### src/rtl/gamma_lut_pkg.sv
package gamma_lut_pkg;
    localparam int NUM_CH = 3;
    localparam logic [1:0] MODE_LUT = 2'd2;

    typedef enum logic [1:0] {
        REG_CTRL  = 2'd0,
        REG_CFG   = 2'd1,
        REG_INDEX = 2'd2,
        REG_DATA  = 2'd3
    } reg_addr_e;
endpackage

### src/rtl/gamma_host_regs.sv
module gamma_host_regs
    import gamma_lut_pkg::*;
#(
    parameter int DATA_W  = 10,
    parameter int ENTRIES = 17,
    parameter int IDX_W   = 5
) (
    input  logic              clk,
    input  logic              rst_n,
    input  logic              host_wr,
    input  logic [1:0]        host_addr,
    input  logic [DATA_W-1:0] host_wdata,
    input  logic              frame_start,
    output logic [1:0]        cur_mode,
    output logic              cur_bank,
    output logic              wr_en,
    output logic              wr_bank,
    output logic [2:0]        wr_mask,
    output logic [IDX_W-1:0]  wr_idx,
    output logic [DATA_W-1:0] wr_data
);
    localparam logic [IDX_W:0] ENT_L = (IDX_W+1)'(ENTRIES);

    typedef struct packed {
        logic [1:0]       req_mode;
        logic             req_bank;
        logic [1:0]       cur_mode;
        logic             cur_bank;
        logic [2:0]       mask;
        logic             host_bank;
        logic [IDX_W-1:0] ptr;
    } regs_t;

    regs_t s_d, s_q;

    always_comb begin
        s_d = s_q;
        if (host_wr) begin
            case (reg_addr_e'(host_addr))
                REG_CTRL: begin
                    s_d.req_mode = host_wdata[1:0];
                    s_d.req_bank = host_wdata[2];
                end
                REG_CFG: begin
                    s_d.mask      = host_wdata[2:0];
                    s_d.host_bank = host_wdata[3];
                end
                REG_INDEX: s_d.ptr = host_wdata[IDX_W-1:0];
                REG_DATA:  s_d.ptr = s_q.ptr + 1'b1;
                default: ;
            endcase
        end
        if (frame_start) begin
            s_d.cur_mode = s_q.req_mode;
            s_d.cur_bank = s_q.req_bank;
        end
    end

    always_ff @(posedge clk or negedge rst_n) begin
        if (!rst_n) begin
            s_q <= '{req_mode: 2'd0, req_bank: 1'b0, cur_mode: 2'd0, cur_bank: 1'b0,
                     mask: 3'b111, host_bank: 1'b0, ptr: '0};
        end else begin
            s_q <= s_d;
        end
    end

    assign cur_mode = s_q.cur_mode;
    assign cur_bank = s_q.cur_bank;
    assign wr_en    = host_wr && (host_addr == REG_DATA) && ({1'b0, s_q.ptr} < ENT_L);
    assign wr_bank  = s_q.host_bank;
    assign wr_mask  = s_q.mask;
    assign wr_idx   = s_q.ptr;
    assign wr_data  = host_wdata;
endmodule

### src/rtl/gamma_lut_store.sv
module gamma_lut_store
    import gamma_lut_pkg::*;
#(
    parameter int DATA_W   = 10,
    parameter int SEG_BITS = 4,
    parameter int ENTRIES  = 17,
    parameter int IDX_W    = 5
) (
    input  logic                         clk,
    input  logic                         rst_n,
    input  logic                         wr_en,
    input  logic                         wr_bank,
    input  logic [2:0]                   wr_mask,
    input  logic [IDX_W-1:0]             wr_idx,
    input  logic [DATA_W-1:0]            wr_data,
    input  logic                         rd_bank,
    input  logic [NUM_CH*SEG_BITS-1:0]   rd_seg,
    output logic [NUM_CH*DATA_W-1:0]     lo_flat,
    output logic [NUM_CH*DATA_W-1:0]     hi_flat
);
    logic [DATA_W-1:0] mem_d [2][NUM_CH][ENTRIES];
    logic [DATA_W-1:0] mem_q [2][NUM_CH][ENTRIES];

    always_comb begin
        mem_d = mem_q;
        if (wr_en) begin
            for (int c = 0; c < NUM_CH; c++) begin
                if (wr_mask[c]) mem_d[wr_bank][c][wr_idx] = wr_data;
            end
        end
    end

    always_ff @(posedge clk or negedge rst_n) begin
        if (!rst_n) begin
            for (int b = 0; b < 2; b++)
                for (int c = 0; c < NUM_CH; c++)
                    for (int e = 0; e < ENTRIES; e++)
                        mem_q[b][c][e] <= '0;
        end else begin
            mem_q <= mem_d;
        end
    end

    for (genvar c = 0; c < NUM_CH; c++) begin : g_rd
        logic [SEG_BITS-1:0] seg;
        logic [SEG_BITS:0]   nxt;
        assign seg = rd_seg[c*SEG_BITS +: SEG_BITS];
        assign nxt = {1'b0, seg} + 1'b1;
        assign lo_flat[c*DATA_W +: DATA_W] = mem_q[rd_bank][c][{1'b0, seg}];
        assign hi_flat[c*DATA_W +: DATA_W] = mem_q[rd_bank][c][nxt];
    end
endmodule

### src/rtl/gamma_interp.sv
module gamma_interp #(
    parameter int DATA_W   = 10,
    parameter int SEG_BITS = 4
) (
    input  logic [DATA_W-1:0]          lo,
    input  logic [DATA_W-1:0]          hi,
    input  logic [DATA_W-SEG_BITS-1:0] frac,
    output logic [DATA_W-1:0]          y
);
    localparam int FRAC_W = DATA_W - SEG_BITS;
    localparam int AW     = DATA_W + FRAC_W + 2;
    localparam logic [AW-1:0] ONE  = AW'(1) << FRAC_W;
    localparam logic [AW-1:0] HALF = AW'(1) << (FRAC_W - 1);
    localparam logic [AW-1:0] MAXV = (AW'(1) << DATA_W) - AW'(1);

    logic [AW-1:0] w_hi, w_lo, acc, shifted;

    always_comb begin
        w_hi    = AW'(frac);
        w_lo    = ONE - w_hi;
        acc     = AW'(lo) * w_lo + AW'(hi) * w_hi + HALF;
        shifted = acc >> FRAC_W;
        y       = (shifted > MAXV) ? MAXV[DATA_W-1:0] : shifted[DATA_W-1:0];
    end
endmodule

### src/rtl/gamma_lut_engine.sv
module gamma_lut_engine
    import gamma_lut_pkg::*;
#(
    parameter int DATA_W   = 10,
    parameter int SEG_BITS = 4
) (
    input  logic                     clk,
    input  logic                     rst_n,
    input  logic                     host_wr,
    input  logic [1:0]               host_addr,
    input  logic [DATA_W-1:0]        host_wdata,
    input  logic                     frame_start,
    input  logic                     pix_valid,
    input  logic [NUM_CH*DATA_W-1:0] pix_in,
    output logic                     out_valid,
    output logic [NUM_CH*DATA_W-1:0] pix_out,
    output logic [1:0]               cur_mode,
    output logic                     cur_bank
);
    localparam int FRAC_W  = DATA_W - SEG_BITS;
    localparam int ENTRIES = (1 << SEG_BITS) + 1;
    localparam int IDX_W   = $clog2(ENTRIES);

    typedef struct packed {
        logic                     valid;
        logic [NUM_CH*DATA_W-1:0] data;
    } out_t;

    logic                     wr_en, wr_bank;
    logic [2:0]               wr_mask;
    logic [IDX_W-1:0]         wr_idx;
    logic [DATA_W-1:0]        wr_data;
    logic [NUM_CH*SEG_BITS-1:0] seg_flat;
    logic [NUM_CH*DATA_W-1:0] lo_flat, hi_flat, lut_flat;
    out_t out_d, out_q;

    gamma_host_regs #(.DATA_W(DATA_W), .ENTRIES(ENTRIES), .IDX_W(IDX_W)) regs_i (
        .clk(clk), .rst_n(rst_n), .host_wr(host_wr), .host_addr(host_addr),
        .host_wdata(host_wdata), .frame_start(frame_start),
        .cur_mode(cur_mode), .cur_bank(cur_bank), .wr_en(wr_en), .wr_bank(wr_bank),
        .wr_mask(wr_mask), .wr_idx(wr_idx), .wr_data(wr_data)
    );

    gamma_lut_store #(.DATA_W(DATA_W), .SEG_BITS(SEG_BITS), .ENTRIES(ENTRIES), .IDX_W(IDX_W)) store_i (
        .clk(clk), .rst_n(rst_n), .wr_en(wr_en), .wr_bank(wr_bank), .wr_mask(wr_mask),
        .wr_idx(wr_idx), .wr_data(wr_data), .rd_bank(cur_bank), .rd_seg(seg_flat),
        .lo_flat(lo_flat), .hi_flat(hi_flat)
    );

    for (genvar c = 0; c < NUM_CH; c++) begin : g_ch
        assign seg_flat[c*SEG_BITS +: SEG_BITS] = pix_in[c*DATA_W + FRAC_W +: SEG_BITS];
        gamma_interp #(.DATA_W(DATA_W), .SEG_BITS(SEG_BITS)) interp_i (
            .lo(lo_flat[c*DATA_W +: DATA_W]),
            .hi(hi_flat[c*DATA_W +: DATA_W]),
            .frac(pix_in[c*DATA_W +: FRAC_W]),
            .y(lut_flat[c*DATA_W +: DATA_W])
        );
    end

    always_comb begin
        out_d.valid = pix_valid;
        out_d.data  = (cur_mode == MODE_LUT) ? lut_flat : pix_in;
    end

    always_ff @(posedge clk or negedge rst_n) begin
        if (!rst_n) out_q <= '0;
        else        out_q <= out_d;
    end

    assign out_valid = out_q.valid;
    assign pix_out   = out_q.data;
endmodule

### config.mk
export PLATFORM = sky130hd
export DESIGN_NAME = gamma_lut_engine
export DESIGN_NICKNAME = d
export VERILOG_FILES = /design/src/rtl/gamma_lut_pkg.sv /design/src/rtl/gamma_host_regs.sv /design/src/rtl/gamma_lut_store.sv /design/src/rtl/gamma_interp.sv /design/src/rtl/gamma_lut_engine.sv
export SDC_FILE = /design/constraint.sdc
export NUM_CORES = 2
export LEC_CHECK = 0
export BUFFER_PORTS_ARGS = -buffer_cell sky130_fd_sc_hd__buf_4
export CORE_MARGIN = 3
export CORE_UTILIZATION = 40
export CTS_BUF_LIST = sky130_fd_sc_hd__clkbuf_2
export CTS_CLUSTER_DIAMETER = 80
export DETAILED_ROUTE_END_ITERATION = 16
export REMOVE_ABC_BUFFERS = 1
export SYNTH_ARGS = -nofsm -noshare
export SYNTH_HDL_FRONTEND = slang
export SYNTH_SLANG_ARGS = --single-unit
### constraint.sdc
create_clock -name clk -period 11.15 [get_ports clk]
set_input_delay 3.345 -clock clk [delete_from_list [all_inputs] [get_ports clk]]
set_output_delay 3.345 -clock clk [all_outputs]
set_load 0.02 [all_outputs]
==> reports/summary.log <==
[sta] normalized max-slew margin 14.88%
[clock_network] clock tree from TritonCTS yes
[sta] post-route minimum period 9.941 ns
[worst_setup_path] data required time of the worst path 12.48 ns
[power] worst vdd ir 0.00007950 V
[sta] Achievable Freq 100.6 MHz
[worst_setup_path] worst reg-to-reg setup slack 2.08 ns
[sta] period utilization 89.15%
[cells_and_area] share of cells above drive strength 1 39.73%
[place] dpl cell area 73680 µm²
[place] pre-CTS WS -0.2488 ns
[cells_and_area] commonest cells after routing, fill and taps aside sky130_fd_sc_hd__dfrtp_1 (1062), sky130_fd_sc_hd__mux2_2 (1054), sky130_fd_sc_hd__clkbuf_2 (446)
[yosys] share of Yosys cell area claimed by the top area cell type 38.11%
[worst_setup_path] worst r2r path cells 26
[worst_setup_path] total buffers and inverters traversed by the critical path 6
[clock_network] maximum level of the CTS H-tree 5
[drt] number of remaining DRC errors 0
[sta] unrepaired setup endpoints after global routing no
[yosys] Top FF cell, synth sky130_fd_sc_hd__dfrtp_1
[yosys] Yosys warnings 0
[drt] residual antenna-violating net count after detailed routing 0
[floorplanning] starting utilization of the core area 40.47%
[worst_setup_path] critical-path maximum fanout 21
[floorplanning] I/O Pins 81
[run] number of maximum-capacitance constraint violations 0
[worst_setup_path] kind of cell adding the most delay to the critical path adder cells
[yosys] fraction of registers with async set or reset after synthesis 100.0%
[worst_setup_path] data arrival time at the worst-slack endpoint 11.27 ns
[place] DP HPWL 136.6 mm
[worst_setup_path] cell with the biggest individual delay on the critical path sky130_fd_sc_hd__fa_1
[worst_setup_path] startpoint of the most critical setup path pix_in[6]
[global_route] wire length of the first global-routing pass 306.7 mm
[yosys] average size of a mapped cell 13.12 µm²
[power] P per Cell Area 130.0 nW/µm²
[sta] total setup violations reported at the end of the flow 0
[outcome] outcome completed
[yosys] Seq cells post-synth 1066
[clock_network] buffer type at the clock tree root sky130_fd_sc_hd__clkbuf_2
[cells_and_area] Total Nets Final 6136
[floorplanning] area inside the core boundary 172500 µm²
[hold_path] class of the worst hold path register to register
[drt] number of vias in the routed layout 47070
[worst_setup_path] Worst setup EP type register
[yosys] count of different cell masters after synthesis 94
[place] Final GP Congestion 0.8715
[clock_network] Worst-Skew Late Latency 1.72 ns
[floorplanning] die width 423.8 µm
[place] quantity of I/O buffers inserted on ports 80
[clock_network] clock-pin slew on the worst setup and hold paths 0.12 ns
[yosys] Netlist Area Pre-Place 69810 µm²
[clock_network] post-CTS repair timing setup buffer count 0
[sta] final hold slack 0.4894 ns
[clock_network] number of CTS-inserted buffers 312
[sta] worst clock skew on the final layout 0.1954 ns
[worst_setup_path] cell with the most instances on the worst path sky130_fd_sc_hd__fa_1
[cells_and_area] end-of-flow core utilization 44.20%
[drt] detailed-routing iteration count for the pre-antenna-repair pass 5
[floorplanning] die area 179600 µm²
[clock_network] post-CTS sizing 0
[worst_setup_path] crit-path max cell delay 0.57 ns
[drt] wire length reported by the detailed router 200.1 mm
[worst_setup_path] beginning of the worst register-to-register path regs_i.cur_bank$_DFFE_PN0P_
[sta] slew at the pin closest to its max-slew limit 1.272 ns
[worst_setup_path] CP Capture Point pix_out[5]$_DFF_PN0_
[sta] Final Hold Fails 0
[clock_network] cts hold-fix bufs 0
[power] static power due to leakage 36.74 nW
[yosys] number of instances in the synthesized netlist 5319
[worst_setup_path] logic depth of the worst path, buffers included 28
[cells_and_area] post-route standard cell area excluding fillers 76240 µm²
[global_route] number of antenna violations at the first check in global routing 10
[global_route] via count of the first global-routing pass 48380
[worst_setup_path] Setup crit start kind input port
[yosys] top area cells in the synthesized netlist sky130_fd_sc_hd__dfrtp_1 (38%), sky130_fd_sc_hd__mux2_2 (17%), sky130_fd_sc_hd__mux4_2 (14%), sky130_fd_sc_hd__fa_1 (8.3%), sky130_fd_sc_hd__ha_1 (3.8%)
[sta] number of max-slew violations in the final report 0
[floorplanning] number of placement rows 152
[yosys] library cell with the largest summed area after synthesis sky130_fd_sc_hd__dfrtp_1
[cells_and_area] Area growth syn-to-layout 9.213%
[yosys] proportion of synthesized chip area in sequential cells 38.22%
[global_route] GRT overflow 0
[drt] routed via count divided by cell count 5.821
[drt] initial detailed-routing violation count 3604
[cells_and_area] most common cell after layout, fill and taps aside sky130_fd_sc_hd__dfrtp_1
[clock_network] Max Root-Sink Buffers 4
[floorplanning] vertical die dimension 423.8 µm
[global_route] maximum number of pins on one net before global-route repair 159
[sta] fin worst setup slack 1.209 ns
[worst_setup_path] critical path class input port to register
[global_route] overall track demand over capacity in global routing 22.30%
[worst_setup_path] destination of the worst register-to-register timing path pix_out[5]$_DFF_PN0_
[drt] Routed WL per cell 24.74 µm
[yosys] EDFF count, synth 0
[cells_and_area] fillers 15990
[clock_network] clock sink total 1066
## how the worst min path moves through the flow
stage                                           from                          end  slack [ns]  cells after the start
after floorplan           regs_i.s_q[12]$_DFFE_PN0P_  regs_i.cur_bank$_DFFE_PN0P_        0.45                      2
after global placement    regs_i.s_q[12]$_DFFE_PN0P_  regs_i.cur_bank$_DFFE_PN0P_        0.47                      2
after detailed placement  regs_i.s_q[12]$_DFFE_PN0P_  regs_i.cur_bank$_DFFE_PN0P_        0.47                      2
after CTS                 regs_i.s_q[12]$_DFFE_PN0P_  regs_i.cur_bank$_DFFE_PN0P_        0.50                      2
after global routing      regs_i.s_q[12]$_DFFE_PN0P_  regs_i.cur_bank$_DFFE_PN0P_        0.52                      2
final                     regs_i.s_q[12]$_DFFE_PN0P_  regs_i.cur_bank$_DFFE_PN0P_        0.49                      2
## cell families after synthesis
kind of cell               synth area share, %
AOI/OAI and AO/OA                        4.203
xor gates and xnor gates                0.7277
adders and majority gates                12.18
buffers and inverters                    4.260
DFF                                      38.22
muxes                                    34.72
and+or+nand+nor                          5.691
## layer usage
metal,vias up,wire length [µm],GRT usage (%)
met5,-,27,0
met4,4,7580,8.683
met3,406,10960,3.532
met2,1577,93490,35.07
met1,25040,87990,31.06
li1,20040,-,-
## registers in the layout, summed over array words and instances, names as in the netlist
| register | flops |
|---|---|
| out_valid | 1 |
| pix_out | 30 |
| regs_i.cur_bank | 1 |
| regs_i.cur_mode | 2 |
| regs_i.s_q | 3 |
| regs_i.wr_bank | 1 |
| regs_i.wr_idx | 5 |
| regs_i.wr_mask | 3 |
| store_i.mem_q | 1020 |
## where the power goes
part           leakage [nW]  internal, mW  switching, mW
registers              14.7          4.16          0.254
logic                  20.0          1.21           1.44
clock network          1.99          1.14           1.71
total                  36.7          6.50           3.41
## cell type report
cell class                 instances  area [µm²]  share of cell area [%]
sequential                      1066       26680                   35.00
antenna                           11       27.53                 0.03611
clock inverter                    50       300.3                  0.3939
clock buffer                     446        2232                   2.928
inverter                         369        1399                   1.835
timing repair buffer             289        2426                   3.182
multi-input combinational       3546       40280                   52.84
tap                             2310        2890                   3.791
## cell usage after synthesis (12+ instances only)
cell type	instances
sky130_fd_sc_hd__a21o_1	25
sky130_fd_sc_hd__a21oi_1	99
sky130_fd_sc_hd__a31oi_1	22
sky130_fd_sc_hd__and2_1	111
sky130_fd_sc_hd__buf_1	26
sky130_fd_sc_hd__buf_2	40
sky130_fd_sc_hd__buf_4	17
sky130_fd_sc_hd__clkbuf_1	234
sky130_fd_sc_hd__dfrtp_1	1063
sky130_fd_sc_hd__fa_1	291
sky130_fd_sc_hd__ha_1	214
sky130_fd_sc_hd__inv_1	363
sky130_fd_sc_hd__mux2_2	1054
sky130_fd_sc_hd__mux2i_1	262
sky130_fd_sc_hd__mux4_2	424
sky130_fd_sc_hd__nand2_1	223
sky130_fd_sc_hd__nand2b_1	73
sky130_fd_sc_hd__nand3_1	21
sky130_fd_sc_hd__nor2_1	202
sky130_fd_sc_hd__nor2b_1	38
sky130_fd_sc_hd__nor3_1	61
sky130_fd_sc_hd__o21ai_0	66
sky130_fd_sc_hd__o221ai_1	96
sky130_fd_sc_hd__o22a_1	12
sky130_fd_sc_hd__o22ai_1	51
sky130_fd_sc_hd__xnor2_1	31
sky130_fd_sc_hd__xor2_1	27
## stage by stage
stage	setup TNS [ns]	std cells	power, mW
after floorplan	-532.02	4981	6.574
after global placement	-2.299	7580	7.102
after detailed placement	-2.104	7580	7.149
after CTS	0	8076	10.05
after global routing	0	8084	10.54
final	0	8087	9.914
## worst min-delay path: stages (launching register included)
cell and delay [ns]:
sky130_fd_sc_hd__dfrtp_1 0.35, sky130_fd_sc_hd__nand2_1 0.05, sky130_fd_sc_hd__o21ai_0 0.06
Power figures use the tool's default switching activity.
